File: config.mk
export PLATFORM = sky130hd
export DESIGN_NAME = fpcsr_state_unit
export DESIGN_NICKNAME = d
export VERILOG_FILES = /design/src/rtl/fpcsr_pkg.sv /design/src/rtl/fpcsr_flag_acc.sv /design/src/rtl/fpcsr_rmode.sv /design/src/rtl/fpcsr_ctx_status.sv /design/src/rtl/fpcsr_state_unit.sv
export SDC_FILE = /design/constraint.sdc
export NUM_CORES = 1
export LEC_CHECK = 0
export BUFFER_PORTS_ARGS = -buffer_cell sky130_fd_sc_hd__buf_2
export CAP_MARGIN = 20
export CORE_ASPECT_RATIO = 1.1
export CORE_MARGIN = 5
export CORE_UTILIZATION = 28
export CTS_CLUSTER_DIAMETER = 120
export CTS_CLUSTER_SIZE = 30
export DETAILED_ROUTE_END_ITERATION = 10
export PLACE_DENSITY = 0.78
export SYNTH_ARGS = -nofsm -noshare
export SYNTH_HDL_FRONTEND = slang
export SYNTH_SLANG_ARGS = --single-unit
File: constraint.sdc
create_clock -name clk -period 1.8 [get_ports clk]
set_input_delay 0.27 -clock clk [delete_from_list [all_inputs] [get_ports clk]]
set_output_delay 0.27 -clock clk [all_outputs]
set_load 0.005 [all_outputs]
File: src/rtl/fpcsr_pkg.sv
// Shared types for the floating-point control state block.
// Assumes the conventional two-bit context status encoding.
package fpcsr_pkg;
    typedef enum logic [1:0] {
        FS_OFF   = 2'd0,
        FS_INIT  = 2'd1,
        FS_CLEAN = 2'd2,
        FS_DIRTY = 2'd3
    } fs_e;
endpackage

File: src/rtl/fpcsr_flag_acc.sv
// Sticky exception flag storage.
// A write value replaces the stored flags, and retiring flags are ORed on top.
// Assumes that the caller has already gated the enables for legality.
module fpcsr_flag_acc #(
    parameter int W = 5
) (
    input  logic         clk,
    input  logic         rst_n,
    input  logic         wr_en,
    input  logic [W-1:0] wr_val,
    input  logic         acc_en,
    input  logic [W-1:0] acc_val,
    output logic [W-1:0] q
);
    logic [W-1:0] base;
    logic [W-1:0] add;

    // choose the write value or the held value as the base
    always_comb base = wr_en ? wr_val : q;

    // mask the retiring flags
    always_comb add = acc_en ? acc_val : '0;

    // register the merged sticky flags
    always_ff @(posedge clk) begin
        if (!rst_n) q <= '0;
        else        q <= base | add;
    end
endmodule

File: src/rtl/fpcsr_rmode.sv
// Dynamic rounding mode storage and effective mode resolver.
// The all-ones instruction code selects the stored mode.
// Codes above MAX_OK are illegal.
module fpcsr_rmode #(
    parameter int W      = 3,
    parameter int MAX_OK = 4
) (
    input  logic         clk,
    input  logic         rst_n,
    input  logic         wr_en,
    input  logic [W-1:0] wr_val,
    input  logic [W-1:0] instr_rm,
    output logic [W-1:0] q,
    output logic [W-1:0] eff,
    output logic         bad
);
    localparam logic [W-1:0] DYN = '1;

    // hold the software-written mode
    always_ff @(posedge clk) begin
        if (!rst_n)     q <= '0;
        else if (wr_en) q <= wr_val;
    end

    // resolve the dynamic selection
    always_comb eff = (instr_rm == DYN) ? q : instr_rm;

    // flag the reserved and unresolvable codes
    always_comb bad = (int'(eff) > MAX_OK);
endmodule

File: src/rtl/fpcsr_ctx_status.sv
// Context status tracker.
// A software write sets the status directly. A dirtying event moves a
// non-Off status to Dirty. The software write wins when both occur.
module fpcsr_ctx_status
    import fpcsr_pkg::*;
(
    input  logic clk,
    input  logic rst_n,
    input  logic sw_we,
    input  fs_e  sw_val,
    input  logic dirty_ev,
    output fs_e  fs_q,
    output logic off,
    output logic sd
);
    // update the status
    always_ff @(posedge clk) begin
        if (!rst_n)                         fs_q <= FS_OFF;
        else if (sw_we)                     fs_q <= sw_val;
        else if (dirty_ev && fs_q != FS_OFF) fs_q <= FS_DIRTY;
    end

    // decode the Off and summary conditions
    always_comb begin
        off = (fs_q == FS_OFF);
        sd  = (fs_q == FS_DIRTY);
    end
endmodule

File: src/rtl/fpcsr_state_unit.sv
// Floating-point control/status state.
// Holds the sticky flags and the rounding mode behind three CSR views.
// Tracks the context status and the summary bit, and reports illegal FP
// access while the unit is Off. CSR reads are combinational.
module fpcsr_state_unit
    import fpcsr_pkg::*;
#(
    parameter int          XLEN       = 32,
    parameter int          ADDR_W     = 12,
    parameter int          FLAG_W     = 5,
    parameter int          RM_W       = 3,
    parameter int          RM_MAX_OK  = 4,
    parameter int          FS_LSB     = 13,
    parameter logic [11:0] A_FLAGS    = 12'h001,
    parameter logic [11:0] A_RMODE    = 12'h002,
    parameter logic [11:0] A_COMBINED = 12'h003
) (
    input  logic              clk,
    input  logic              rst_n,
    input  logic              csr_valid,
    input  logic              csr_we,
    input  logic [ADDR_W-1:0] csr_addr,
    input  logic [XLEN-1:0]   csr_wdata,
    output logic [XLEN-1:0]   csr_rdata,
    output logic              csr_hit,
    input  logic              fpu_fl_valid,
    input  logic [FLAG_W-1:0] fpu_fl,
    input  logic              fpreg_wr,
    input  logic              dec_fp_access,
    output logic              illegal_o,
    input  logic              ms_we,
    input  logic [XLEN-1:0]   ms_wdata,
    output logic [XLEN-1:0]   mstatus_fp_o,
    output logic [1:0]        fs_o,
    output logic              sd_o,
    input  logic [RM_W-1:0]   instr_rm,
    output logic [RM_W-1:0]   rm_eff_o,
    output logic              rm_bad_o
);
    localparam int SD_BIT  = XLEN - 1;
    localparam int CMB_W   = FLAG_W + RM_W;
    localparam int NVIEW   = 3;

    logic [NVIEW-1:0]  sel;
    logic              off, sd;
    fs_e               fs_q;
    logic              acc_ok, wr_ok;
    logic              wr_flags, wr_rmode;
    logic [FLAG_W-1:0] flag_wval, flags_q;
    logic [RM_W-1:0]   rm_wval, rm_q;
    logic              dirty_ev;
    logic [CMB_W-1:0]  view_val;
    logic              unused_bits;

    localparam logic [ADDR_W-1:0] VADDR [NVIEW] = '{
        ADDR_W'(A_FLAGS), ADDR_W'(A_RMODE), ADDR_W'(A_COMBINED)};

    // one address comparator per view
    for (genvar v = 0; v < NVIEW; v++) begin : g_view
        assign sel[v] = (csr_addr == VADDR[v]);
    end

    // address decode and access legality
    always_comb begin
        csr_hit   = |sel;
        acc_ok    = csr_valid && csr_hit && !off;
        wr_ok     = acc_ok && csr_we;
        illegal_o = off && (dec_fp_access || (csr_valid && csr_hit));
    end

    // route write data to the field owners
    always_comb begin
        wr_flags  = wr_ok && (sel[0] || sel[2]);
        wr_rmode  = wr_ok && (sel[1] || sel[2]);
        flag_wval = csr_wdata[FLAG_W-1:0];
        rm_wval   = sel[2] ? csr_wdata[CMB_W-1:FLAG_W] : csr_wdata[RM_W-1:0];
    end

    // collect the events that change floating-point state
    always_comb dirty_ev = wr_ok || fpu_fl_valid || fpreg_wr;

    fpcsr_flag_acc #(.W(FLAG_W)) u_flags (
        .clk     (clk),
        .rst_n   (rst_n),
        .wr_en   (wr_flags),
        .wr_val  (flag_wval),
        .acc_en  (fpu_fl_valid),
        .acc_val (fpu_fl),
        .q       (flags_q)
    );

    fpcsr_rmode #(.W(RM_W), .MAX_OK(RM_MAX_OK)) u_rmode (
        .clk      (clk),
        .rst_n    (rst_n),
        .wr_en    (wr_rmode),
        .wr_val   (rm_wval),
        .instr_rm (instr_rm),
        .q        (rm_q),
        .eff      (rm_eff_o),
        .bad      (rm_bad_o)
    );

    fpcsr_ctx_status u_ctx (
        .clk      (clk),
        .rst_n    (rst_n),
        .sw_we    (ms_we),
        .sw_val   (fs_e'(ms_wdata[FS_LSB+1:FS_LSB])),
        .dirty_ev (dirty_ev),
        .fs_q     (fs_q),
        .off      (off),
        .sd       (sd)
    );

    // build the combined view and the read mux
    always_comb begin
        view_val  = {rm_q, flags_q};
        csr_rdata = '0;
        if (acc_ok) begin
            if (sel[0]) csr_rdata[FLAG_W-1:0] = flags_q;
            if (sel[1]) csr_rdata[RM_W-1:0]   = rm_q;
            if (sel[2]) csr_rdata[CMB_W-1:0]  = view_val;
        end
    end

    // drive the machine status bits owned here
    always_comb begin
        mstatus_fp_o                    = '0;
        mstatus_fp_o[FS_LSB+1:FS_LSB]   = fs_q;
        mstatus_fp_o[SD_BIT]            = sd;
        fs_o                            = fs_q;
        sd_o                            = sd;
    end

    // mark the data bits that this block does not consume
    assign unused_bits = ^{csr_wdata, ms_wdata};
endmodule

==> flow_metrics.env <==
export IMPL_fin_area_mm2=0.00150
export IMPL_syn_area_per_cell_um2=7.37
export IMPL_critPathSlowestCell="or4_4"
export IMPL_p_per_area_mw_per_mm2=471
export IMPL_hpwlAfterDp_um=2900
export IMPL_ant_nets=0
export IMPL_antenna_cells=0
export IMPL_synth_seq_cells=10
export IMPL_first_iter_violations=65
export IMPL_period_minus_slack_ns=1.97
export IMPL_num_rows=24
export IMPL_hold_path_class="input pin to register"
export IMPL_clockBufferDepth=2
export IMPL_finalSetupViolations=10
export IMPL_r2r_cells=4
export IMPL_post_route_util_pct=37.2
export IMPL_cp_arrival_ns=1.70
export IMPL_endpoint_kind="output pin"
export IMPL_cts_root_buffer="clkbuf_8"
export IMPL_leakage_nw=0.741
export IMPL_ys_top_cells_by_count="buf_4 (56), nand2_1 (14), nor2_1 (12)"
export IMPL_startpoint_type="input pin"
export IMPL_cts_made_buffers=3
export IMPL_yosysUniqueCellTypes=31
export IMPL_worst_hold_path_endpoint="u_ctx.fs_q[0]"
export IMPL_cp_num_buf_inv=2
export IMPL_synth_flop_cell="dfxtp_1"
export IMPL_rrSetupSlack_ns=0.44
export IMPL_drt_vias_per_instance=4.34
export IMPL_synth_top_cell_by_area="buf_4"
export IMPL_die_area_mm2=0.00564
export IMPL_drc=0
export IMPL_status="finished with violations"
export IMPL_hold_depth=3
export IMPL_post_dp_cell_area_mm2=0.00137
export IMPL_violations="negative setup slack"
export IMPL_area_growth_pct=26.2
export IMPL_dr_pass1_iters=4
export IMPL_initial_core_util_pct=29.5
export IMPL_cts_htree_levels=1
export IMPL_num_io_pins=165
export IMPL_synthTopCellsByArea="buf_4 (35%), dfxtp_1 (17%), nand2_1 (4.4%), a21oi_1 (3.8%), nor2_1 (3.8%)"
export IMPL_r2r_end="u_rmode.q[0]"
export IMPL_grt_max_degree=16
export IMPL_place_gp_congestion=0.794
export IMPL_grt_pass1_vias=1157
export IMPL_maxCapViolations=0
export IMPL_peakVddDrop_mv=0.343
export IMPL_core_region_area_mm2=0.00402
export IMPL_vias=1201
export IMPL_worstSetupPathType="input pin to output pin"
export IMPL_tns_ns=-1.30
export IMPL_cts_sinks=10
export IMPL_async_flop_share_pct=0
export IMPL_final_setup_worst_slack_ns=-0.174
export IMPL_slowest_delay_ns=0.58
export IMPL_wl_per_cell_um=12.2
export IMPL_io_buffers=57
export IMPL_antenna_found_initial=0
export IMPL_r2r_start="u_ctx.fs_q[0]"
export IMPL_worstHoldStart="ms_wdata[13]"
export IMPL_rsz0062_at_grt="true"
export IMPL_synth_cell_area_mm2=0.00119
export IMPL_yosysMostFrequentCell="buf_4"
export IMPL_grt_usage_pct=11.8
export IMPL_critPathTopFamily="simple AND/OR/NAND/NOR gates"
export IMPL_yosys_warnings=0
export IMPL_max_freq_mhz=507
export IMPL_wirelength_um=3390
export IMPL_gr_total_overflow=0
export IMPL_clk_pin_slew_ns=0.05
export IMPL_seq_area_frac_synth_pct=16.9
export IMPL_ctsHoldBuffers=0
export IMPL_drive_above_1_share_pct=38.7
export IMPL_finalHoldViolCount=0
export IMPL_fp_dieH_um=78.3
export IMPL_synth_edf_count=0
export IMPL_skew_ns=0.00156
export IMPL_cts_tree="done"
export IMPL_die_width_um=72.1
export IMPL_clk_latency_ns=0.24
export IMPL_crit_chain="buf_6, or4_4, or4_4, nor2_2, buf_2"
export IMPL_slew_violations=0
export IMPL_grt_first_pass_wirelength_um=5330
export IMPL_finalNetCount=318
export IMPL_timing_final_crit_share_pct=110
export IMPL_crit_fanout=4
export IMPL_synth_top_area_share_pct=35.4
export IMPL_synth_cells=161
export IMPL_cpMostUsedCell="or4_4"
export IMPL_worstPathRequired_ns=1.53
==> layer usage <==
metal	up-vias	global-route usage [%]	part of all wire, %
met4	0	2.82	1.3
met2	88	20.2	47
li1	581	-	-
met5	-	0	0
met3	4	4.85	16
met1	528	13.6	36
==> registers in the layout (all words and copies together), names as in the netlist <==
signal / cells
u_ctx.fs_q: 2
u_flags.q: 5
u_rmode.q: 3
==> layout make-up <==
type / instances / area [µm²]
sequential: 10 / 201
clock buffer: 4 / 55.1
fill: 445 / 2530
multi-input combinational: 140 / 762
timing repair buffer: 70 / 409
inverter: 1 / 3.75
tap: 52 / 65.1
==> worst min-delay path: cells and delay by family <==
family,cells,cell delay (ns)
and+or+nand+nor,1,0.03
buffers and inverters,1,0.07
AOI/OAI and AO/OA,1,0.09
==> through the flow <==
stage          power [mW]  setup WS [ns]  instances  hold slack (ns)
6_report            0.705         -0.174        277            0.268
5_1_grt             0.761         -0.259        277            0.270
4_1_cts             0.707         -0.171        276            0.267
3_5_place_dp        0.416         -0.305        270            0.495
3_3_place_gp        0.413         -0.272        270            0.493
2_1_floorplan       0.422        -0.0346        213            0.417
==> cells in the final DEF, fill, tap and decap left out, types with 2 or more instances in the layout <==
cell	netlist	final
buf_2	0	54
conb_1	1	53
nand2_1	14	14
buf_4	56	11
nor2_1	12	9
a21oi_1	9	9
dfxtp_1	10	9
o21a_1	6	6
o21ai_1	5	5
nand4_1	5	5
a31oi_1	5	5
buf_6	1	5
clkbuf_8	0	4
or4_4	1	3
and3_1	3	3
nor2_2	0	3
mux2i_1	3	3
a311oi_1	3	3
nor4_4	1	2
and2_1	2	2
nor3_2	2	2
o31ai_1	2	2
o2111ai_1	2	2
nor2b_1	2	2
==> kinds of logic (layout without fill, tap and decap cells) <==
group	after synthesis	after routing	share of synthesized area, %
other cells	1	53	0.316
simple gates	51	51	24.3
buf+inv	63	75	38.3
flops	10	10	16.9
mux	3	3	2.53
compound gates	33	33	17.7
==> timing repair <==
action	4_1_cts	5_1_grt
pin swaps	2	5
gates resized for setup	4	7
endpoints found under the hold margin	0	0
setup buffers	2	2
endpoints found under the setup margin	13	13
==> worst max path at each step <==
stage,from,to,slack [ns],cells after the start
after CTS,csr_addr[4],csr_rdata[2],-0.17,5
after global placement,csr_addr[7],csr_rdata[5],-0.27,7
after global routing,csr_addr[4],illegal_o,-0.26,7
after floorplan,csr_addr[9],csr_rdata[0],-0.03,4
final,csr_addr[4],csr_rdata[0],-0.17,5
after detailed placement,csr_addr[7],u_rmode.q[0],-0.30,6
==> where the power goes <==
group,internal [mW],switching (mW)
combinational,0.0762,0.102
sequential,0.234,0.0102
clock,0.192,0.0904
total,0.502,0.203
No activity file was read; power rests on OpenSTA's default activity.
